**config.mk**
```make
export PLATFORM = sky130hd
export DESIGN_NAME = fan_tach_monitor
export DESIGN_NICKNAME = d
export VERILOG_FILES = /design/src/rtl/fan_tach_pkg.sv /design/src/rtl/tach_edge_sync.sv /design/src/rtl/tach_limit_lut.sv /design/src/rtl/tach_period_counter.sv /design/src/rtl/fan_tach_monitor.sv
export SDC_FILE = /design/constraint.sdc
export NUM_CORES = 1
export LEC_CHECK = 0
export ABC_AREA = 1
export BUFFER_PORTS_ARGS = -buffer_cell sky130_fd_sc_hd__buf_2
export CORE_MARGIN = 2
export CORE_UTILIZATION = 55
export DETAILED_ROUTE_END_ITERATION = 8
export PLACE_DENSITY = 0.85
export SYNTH_ARGS = -nofsm -noshare
export SYNTH_HDL_FRONTEND = slang
export SYNTH_SLANG_ARGS = --single-unit
export TNS_END_PERCENT = 100
```
**constraint.sdc**
```tcl
create_clock -name clk -period 3.7 [get_ports clk]
set_clock_uncertainty 0.2 [all_clocks]
set_input_delay 0.555 -clock clk [delete_from_list [all_inputs] [get_ports clk]]
set_output_delay 0.555 -clock clk [all_outputs]
set_load 0.005 [all_outputs]
```
**src/rtl/fan_tach_pkg.sv**
```systemverilog
package fan_tach_pkg;

   localparam int unsigned CODE_W    = 3;
   localparam int unsigned NUM_CODES = 1 << CODE_W;

   typedef enum logic [1:0] {
      TM_RAW     = 2'b00,
      TM_SAT     = 2'b01,
      TM_EXT_ACC = 2'b10,
      TM_EXT_LOW = 2'b11
   } tach_mode_e;

   // Slowest measurable fan speed for a frequency code and mode family.
   function automatic int unsigned min_rpm(input int unsigned code, input bit ext);
      int unsigned r;
      if (ext) begin
         case (code)
            0:       r = 210;
            1:       r = 315;
            default: r = 420;
         endcase
      end else begin
         case (code)
            0:       r = 1262;
            1:       r = 1944;
            2:       r = 2523;
            3:       r = 3205;
            4:       r = 3953;
            5:       r = 5156;
            6:       r = 7906;
            default: r = 841;
         endcase
      end
      return r;
   endfunction

endpackage

```
**src/rtl/tach_edge_sync.sv**
```systemverilog
module tach_edge_sync #(
   parameter int unsigned STAGES = 2
) (
   input  logic clk,
   input  logic rst_n,
   input  logic raw_in,
   output logic rise
);
   localparam int unsigned LAST = STAGES;

   logic [LAST:0] chain;

   generate
      if (STAGES < 1) begin : g_bad_stages
         $error("tach_edge_sync: STAGES must be at least 1");
      end
   endgenerate

   always_ff @(posedge clk or negedge rst_n) begin
      if (!rst_n) chain <= '0;
      else        chain <= {chain[LAST-1:0], raw_in};
   end

   assign rise = chain[LAST-1] & ~chain[LAST];
endmodule

```
**src/rtl/tach_limit_lut.sv**
```systemverilog
module tach_limit_lut #(
   parameter int unsigned CNT_W     = 16,
   parameter int unsigned RPM_SCALE = 2_700_000
) (
   input  logic [fan_tach_pkg::CODE_W-1:0] code,
   input  logic                            ext,
   output logic [CNT_W-1:0]                limit
);
   import fan_tach_pkg::*;

   logic [CNT_W-1:0] conv_tbl [NUM_CODES];
   logic [CNT_W-1:0] ext_tbl  [NUM_CODES];

   generate
      for (genvar g = 0; g < NUM_CODES; g++) begin : g_entry
         localparam int unsigned CONV_LIM = RPM_SCALE / min_rpm(g, 1'b0);
         localparam int unsigned EXT_LIM  = RPM_SCALE / min_rpm(g, 1'b1);
         assign conv_tbl[g] = CNT_W'(CONV_LIM);
         assign ext_tbl[g]  = CNT_W'(EXT_LIM);
      end
   endgenerate

   assign limit = ext ? ext_tbl[code] : conv_tbl[code];
endmodule

```
**src/rtl/tach_period_counter.sv**
```systemverilog
module tach_period_counter #(
   parameter int unsigned CNT_W = 16
) (
   input  logic             clk,
   input  logic             rst_n,
   input  logic             restart,
   input  logic             run,
   input  logic             saturate,
   output logic [CNT_W-1:0] count
);
   logic at_top;
   assign at_top = &count;

   always_ff @(posedge clk or negedge rst_n) begin
      if (!rst_n) begin
         count <= '0;
      end else if (restart) begin
         count <= CNT_W'(1);
      end else if (run && !(saturate && at_top)) begin
         count <= count + CNT_W'(1);
      end
   end
endmodule

```
**src/rtl/fan_tach_monitor.sv**
```systemverilog
module fan_tach_monitor #(
   parameter int unsigned CNT_W       = 16,
   parameter int unsigned RPM_SCALE   = 2_700_000,
   parameter int unsigned SYNC_STAGES = 2
) (
   input  logic                            clk,
   input  logic                            rst_n,
   input  logic                            tach_in,
   input  logic                            pwm_on,
   input  logic [1:0]                      tach_mode,
   input  logic [fan_tach_pkg::CODE_W-1:0] pwm_code,
   output logic [CNT_W-1:0]                reading,
   output logic                            below_min,
   output logic                            update
);
   import fan_tach_pkg::*;

   localparam int unsigned CFG_W   = 2 + CODE_W;
   localparam longint      CNT_MAX = (64'd1 << CNT_W) - 1;

   generate
      if (CNT_W < 8 || CNT_W > 31) begin : g_bad_width
         $error("fan_tach_monitor: CNT_W out of range");
      end
      if (longint'(RPM_SCALE / min_rpm(0, 1'b1)) > CNT_MAX) begin : g_bad_scale
         $error("fan_tach_monitor: RPM_SCALE too large for CNT_W");
      end
   endgenerate

   tach_mode_e       mode_e;
   logic             raw_mode;
   logic             ext_mode;
   logic             rise;
   logic             edge_ok;
   logic             run;
   logic             fire;
   logic             over;
   logic             armed;
   logic [CFG_W-1:0] cfg_now;
   logic [CFG_W-1:0] cfg_q;
   logic             cfg_chg;
   logic [CNT_W-1:0] count;
   logic [CNT_W-1:0] limit;

   assign mode_e   = tach_mode_e'(tach_mode);
   assign raw_mode = (mode_e == TM_RAW);
   assign ext_mode = (mode_e == TM_EXT_ACC) || (mode_e == TM_EXT_LOW);
   assign cfg_now  = {tach_mode, pwm_code};
   assign cfg_chg  = (cfg_now != cfg_q);

   tach_edge_sync #(.STAGES(SYNC_STAGES)) u_sync (
      .clk    (clk),
      .rst_n  (rst_n),
      .raw_in (tach_in),
      .rise   (rise)
   );

   tach_limit_lut #(.CNT_W(CNT_W), .RPM_SCALE(RPM_SCALE)) u_lut (
      .code  (pwm_code),
      .ext   (ext_mode),
      .limit (limit)
   );

   // Extended modes: only edges and cycles with the drive on count.
   assign run     = ~ext_mode | pwm_on;
   assign edge_ok = rise & run;

   tach_period_counter #(.CNT_W(CNT_W)) u_cnt (
      .clk      (clk),
      .rst_n    (rst_n),
      .restart  (edge_ok),
      .run      (run),
      .saturate (~raw_mode),
      .count    (count)
   );

   assign over = (count >= limit);
   assign fire = edge_ok & armed & ~cfg_chg;

   always_ff @(posedge clk or negedge rst_n) begin
      if (!rst_n) begin
         cfg_q     <= '0;
         armed     <= 1'b0;
         reading   <= '1;
         below_min <= 1'b1;
         update    <= 1'b0;
      end else begin
         cfg_q  <= cfg_now;
         update <= fire;
         if (cfg_chg)      armed <= 1'b0;
         else if (edge_ok) armed <= 1'b1;
         if (fire) begin
            reading   <= (!raw_mode && over) ? '1 : count;
            below_min <= !raw_mode && over;
         end
      end
   end
endmodule

```
=== Yosys cells after proc, flatten, opt, wreduce, memory -nomap -nowiden ===
Memory sizes are Yosys's and may differ from the RTL's.
Index checks and enable logic that the tools add are counted.

* Muxes and demuxes: 10
* Bitwise gates (word level): 10
* Equal/unequal tests: 3
* Reductions and logical operators: 10
* $add $sub $neg: 1
* Order comparisons: 2

{| class="wikitable"
|+ Operators with widths
! kind !! count
|-
| $mux W16 || 8
|-
| $add A16 B1 Y16 const B || 1
|-
| $ge A16 B16 Y1 || 1
|-
| $reduce_and A16 Y1 || 1
|-
| $ne A5 B5 Y1 || 1
|-
| $and A1 B1 Y1 || 4
|-
| $eq A2 B2 Y1 const B || 2
|-
| $ge A4 B4 Y1 const B || 1
|-
| $not A1 Y1 || 4
|-
| $not A3 Y4 || 1
|-
| $reduce_bool A2 Y1 || 2
|-
| $logic_and A1 B1 Y1 || 3
|-
| $logic_not A1 Y1 || 2
|-
| $logic_not A2 Y1 || 1
|-
| $mux W1 || 2
|-
| $logic_or A1 B1 Y1 || 1
|-
| $or A1 B1 Y1 || 1
|}

* Word-level logic and storage cells: 45
* Input bits: 9
* Output and inout bits: 18
* Flip-flop bits (word level): 43
* ROM bits: 256
* Memories: 2

{| class="wikitable"
|+ Memory list
! name !! words !! bits a word !! read ports !! clocked after memory_dff !! wr ports !! RTL line !! RTL
|-
| (no name shown) || 8 || 16 || 1 || 0 || 0 || tach_limit_lut.sv:23 || <nowiki>assign limit = ext ? ext_tbl[code] : conv_tbl[code];</nowiki>
|-
| (no name shown) || 8 || 16 || 1 || 0 || 0 || tach_limit_lut.sv:23 ||
|}

=== Logic depth before layout (Yosys ltp) ===
* Word-level depth: 8
* Gate-level depth with buffers: 18
* Gate-level depth less buffers: 16

=== Hierarchy ===
From an unflattened synthesis, not the netlist that was laid out.

* Cells, all modules: 390
* Area total of the unflattened synthesis: 3026.7 um2

{| class="wikitable"
|+ Modules (own cells, without submodules)
! module !! area an instance (um2) !! instances !! sequential area each (um2) !! cells an instance
|-
| fan_tach_monitor || 1500.2 || 1 || 621.8 || 167
|-
| tach_period_counter || 1079.8 || 1 || 400.4 || 153
|-
| tach_limit_lut || 361.6 || 1 || 0.0 || 65
|-
| tach_edge_sync || 85.1 || 1 || 75.1 || 5
|}

=== Worst setup path before layout ===
OpenSTA, ideal clock, no wires.

* Path type: input-to-reg
* From: input port tach_mode[1]
* To: register reading[12]
* Setup time: 60 ps
* Path buffers: 3
* Data required time: 3440 ps
* Data arrival time: 2363 ps
* Stages on the path: 17
* Setup slack: 1076 ps
* Path through: buf_6 > inv_2 > clkbuf_1 > nand2_1 > or2_2 > ha_1 > nand2_1 > inv_1 > nand2_1 > nor2_1 > nor2_1 > nand2_1 > nand2_1 > nand2_1 > nand3_4 > buf_6 > nand2_1

* Word-level cells in the longest chain between the ends: 7
* Elaborated cells on any way between the ends: 16
* Classes of those cells: order compare (1); eq/ne (3); mux (2); bitwise (6); reduce/logical (4)

{| class="wikitable"
|+ RTL lines
! element !! RTL line !! RTL
|-
| start, declared || fan_tach_monitor.sv:10 || <nowiki>input logic [1:0] tach_mode,</nowiki>
|-
| branches (longest 7 deep; another with $ge A16 B16 Y1) || n/a ||
|-
| end signal, assigned || fan_tach_monitor.sv:93 || <nowiki>reading <= (!raw_mode && over) ? '1 : count;</nowiki>
|-
| end, declared || fan_tach_monitor.sv:12 || <nowiki>output logic [CNT_W-1:0] reading,</nowiki>
|}

Several ways; the timed one is not identified.
A chain may end at the register's enable or synchronous reset.

=== Worst setup path in the final report ===
* From: input port pwm_code[1] in the netlist's numbering
* To: register reading[1]

* Word-level cells in the longest chain between the ends: 8
* Elaborated cells on any way between the ends: 14
* Classes of those cells: order compare (1); eq/ne (1); mux (6); bitwise (3); reduce/logical (1); memory (2)

{| class="wikitable"
|+ RTL lines
! element !! RTL line !! RTL
|-
| start, declared || fan_tach_monitor.sv:11 || <nowiki>input logic [fan_tach_pkg::CODE_W-1:0] pwm_code,</nowiki>
|-
| $not A3 Y4 (not written as such) || tach_limit_lut.sv:23 ||
|-
| $mem_v2 Z8 W16 || n/a ||
|-
| $mux W16 (not written as such) (2 in a row) || tach_limit_lut.sv:23 ||
|-
| $mux W16 || tach_limit_lut.sv:23 ||
|-
| $ge A16 B16 Y1 || fan_tach_monitor.sv:77 || <nowiki>assign over = (count >= limit);</nowiki>
|-
| $logic_and A1 B1 Y1 || fan_tach_monitor.sv:93 ||
|-
| $mux W16 || fan_tach_monitor.sv:93 ||
|}

Parallel ways exist; a longest one is shown, timed or not. The select of a mux whose other input is x is not followed.

==> impl_results.md <==
* Cells after DPL at between 400 and 500
* Crit end category: flip-flop
* CP Launch Type: input port
* Synth cell count leaders: nand2_1 (75), nor2_1 (45), inv_1 (27)
* Setup TNS at 0 ns
* Die area at roughly 5700 um^2
* DR iter-0 viols at ~240
* Reg area at 1100 um^2
* Hold Vio Cnt, Final at 0
* Area share of the largest cell type after synthesis at between 20% and 30%
* Fin crit share at approximately 73%
* Total GRT Usage at a little under a quarter
* Met1 usage at between 20 and 30%
* Post-Layout Cell Count at 426
* Hold buffer count at CTS at 0
* Ant diodes at 0
* Nets at a little under 400
* Post-DP HPWL at 4380 um
* GP Congestion at 0.860
* Core ar. at a little under 5000 um^2
* Die Span Y at ~75 um
* Total number of vias at approximately 2,200
* Max FO, Critical Path at 15
* Final setup viols at 0
* Initial antenna violation count at 0
* Register area share after synthesis at around two fifths
* Antenna Nets Post-Route at 0
* CP most frequent cell: nand2_1
* I/O pin count at 27
* Cell variety after synth at 36
* Top FF cell, synth: dfrtp_1
* Port buffer count at 26
* Status: complete, no violations
* Tightest Pin Transition at about 0.92 ns
* Number of synthesized flops with an enable pin at 0
* Remaining Overflow, GRT at 0
* # clock sinks at 43
* Site Rows at 25
* Initial core utilization at between 50 and 60%
* Insertion delay to the later sink of the worst-skew pair at around 0.30 ns
* Fillcell total at approximately 430
* Vias in the first global route at between 2,000 and 2,500
* CP required at 3.72 ns
* # DRC at 0
* Num CTS Buffers at 5
* Pleak at around 1.5 nW
* GR peak layer: met2
* WS Path Type: input port to flip-flop
* Top-count cell post-synth: nand2_1
* WP data arrival at around 2.7 ns
* Max Slew Vio Count at 0
* Met3 usage at 4.50%
* Layout cell share with drive strength beyond 1 at between 20% and 30%
* Max stage delay cell, worst path: ha_1
* Reg clk slew, reported paths at 0.08 ns
* Yosys reg bits at 43
* CP bufs+invs at 2
* Die W at between 70 and 80 um
* Avg Cell Area, Syn at ~8.3 um^2
* Pwr Density at roughly 350 nW/um^2
* Worst rel slew slack at about 38%
* Mapped Nets at roughly 370
* Ranking of synthesized cells by area: dfrtp_1 (23%), dfstp_2 (16%), ha_1 (10%)
* Largest net degree at the start of global routing at 44
* Ys async rst share at 100%
* CTS-repair resized insts at 0
* Routed WL at just under 6000 um
* H-tree depth at 2
* Cell family contributing the most delay on the critical path: simple AND/OR/NAND/NOR gates
* Peak VDD IR at approximately 0.18 mV
* Bufs on Longest Clock Path at 2
* Drt wl/cell at between 10 and 15 um
* Detailed Routing Iterations Pass 1 at 4
* Synth area leader: dfrtp_1
* Mapped cell area at between 2000 and 3000 um^2
* First-pass GRT wire length at 10,000 um
* Worst hold path type: input port to flip-flop
* Unrepaired setup endpoints after global routing: no
* Max Clock Freq at 372 MHz
* CP max stage delay at about 0.28 ns
* Area delta synth->final at 7.02%
* Drt via density at approximately 5.3
* Multi-input gate area at roughly 1500 um^2
* Routing usage on met2 at 41.2%
* Clock root buffer: clkbuf_8
* Tmin final at roughly 2.7 ns
* Cells along the critical path: buf_2 -> inv_1 -> ha_1 -> o21ai_0 -> nand2_1 -> o21ai_0 -> ha_1 -> nand2_1 -> nand2_1 -> nand2_1 -> nand2_1 -> nor2_1 -> nand2_1 -> nand2_1 -> nand2_1 -> nand3_4 -> o21ai_0
* Post-CTS setup buffer count at 0
* CTS tree: done
* Ys Warns at 0
* Post-synthesis cell count at about 340
* Number of max-cap violations at 0
==> power by group <==
group / total (mW) / internal, mW / switching (mW)
registers: 0.541 / 0.499 / 0.0421
clock network: 0.298 / 0.132 / 0.166
logic: 0.207 / 0.0791 / 0.128
==> layout make-up <==
| cell class | count | share of cell area, % |
|---|---|---|
| inverter | 30 | 3.84 |
| clock inverter | 2 | 0.418 |
| timing repair buffer | 26 | 4.34 |
| tap | 67 | 2.80 |
| sequential | 43 | 36.6 |
| clock buffer | 6 | 2.42 |
| multi-input combinational | 252 | 49.5 |
==> cells by family (layout without fill, tap and decap cells) <==
family | Yosys count | after routing | synth area share, %
buffers and inverters | 41 | 64 | 7.78
DFF | 43 | 43 | 39.2
and+or+nand+nor | 163 | 163 | 26.4
adders and majority gates | 23 | 23 | 10.3
AOI/OAI and AO/OA | 48 | 48 | 10.7
xor gates and xnor gates | 18 | 18 | 5.63
==> registers in the layout (all words and copies together), names as in the netlist <==
name and cells:
armed 1, update 1, cfg_q 5, u_cnt.count 16, u_sync.chain 3, below_min 1, reading 16
==> layer usage <==
metal | routed length (um) | share of wire [%]
met1 | 2510 | 43
met2 | 2890 | 49
met3 | 328 | 5.6
met4 | 128 | 2.2
met5 | 0 | 0
==> metrics by stage <==
| stage | area, um^2 | hold WS [ns] | setup slack [ns] | total power, mW | util (%) |
|---|---|---|---|---|---|
| floorplan | 2800 | 0.0594 | 1.08 | 0.696 | - |
| global placement | 2910 | 0.133 | 0.823 | 0.737 | 60.4 |
| detailed placement | 2910 | 0.139 | 0.756 | 0.749 | 60.4 |
| CTS | 3000 | 0.149 | 1.03 | 1.05 | 62.2 |
| global route | 3000 | 0.152 | 0.815 | 1.10 | 62.2 |
| finish | 3000 | 0.153 | 1.01 | 1.05 | 62.2 |
==> final timing paths <==
path	start	endpoint	slack (ns)	depth (start not counted)
max in group asynchronous	rst_n	u_cnt.count[12]$_DFFE_PN0P_	2.54	1
min in group asynchronous	rst_n	cfg_q[1]$_DFF_PN0_	0.18	1
setup reg to reg	u_cnt.count[0]$_DFFE_PN0P_	u_cnt.count[0]$_DFFE_PN0P_	1.57	8
hold reg to reg	u_sync.chain[0]$_DFF_PN0_	u_sync.chain[1]$_DFF_PN0_	0.15	0
setup / recovery	pwm_code[1]	reading[1]$_DFFE_PN1P_	1.01	17
hold / removal	tach_in	u_sync.chain[0]$_DFF_PN0_	0.15	1
==> layout by cell type (no fill, tap or decap), types with 2 or more instances in the layout <==
cell type and n:
nand2_1 75, nor2_1 45, inv_1 27, dfrtp_1 26, buf_2 26, ha_1 23
dfstp_2 17, nand3_1 16, xor2_1 13, o21ai_2 13, a21oi_1 11, o21ai_0 10
o21ai_1 8, nor3_1 6, xnor2_1 5, clkbuf_8 5, or2_2 3, a31oi_1 3
nand2_4 3, nand4_1 3, inv_2 2, nor2_2 2, nand3_2 2
Power figures use the tool's default switching activity.
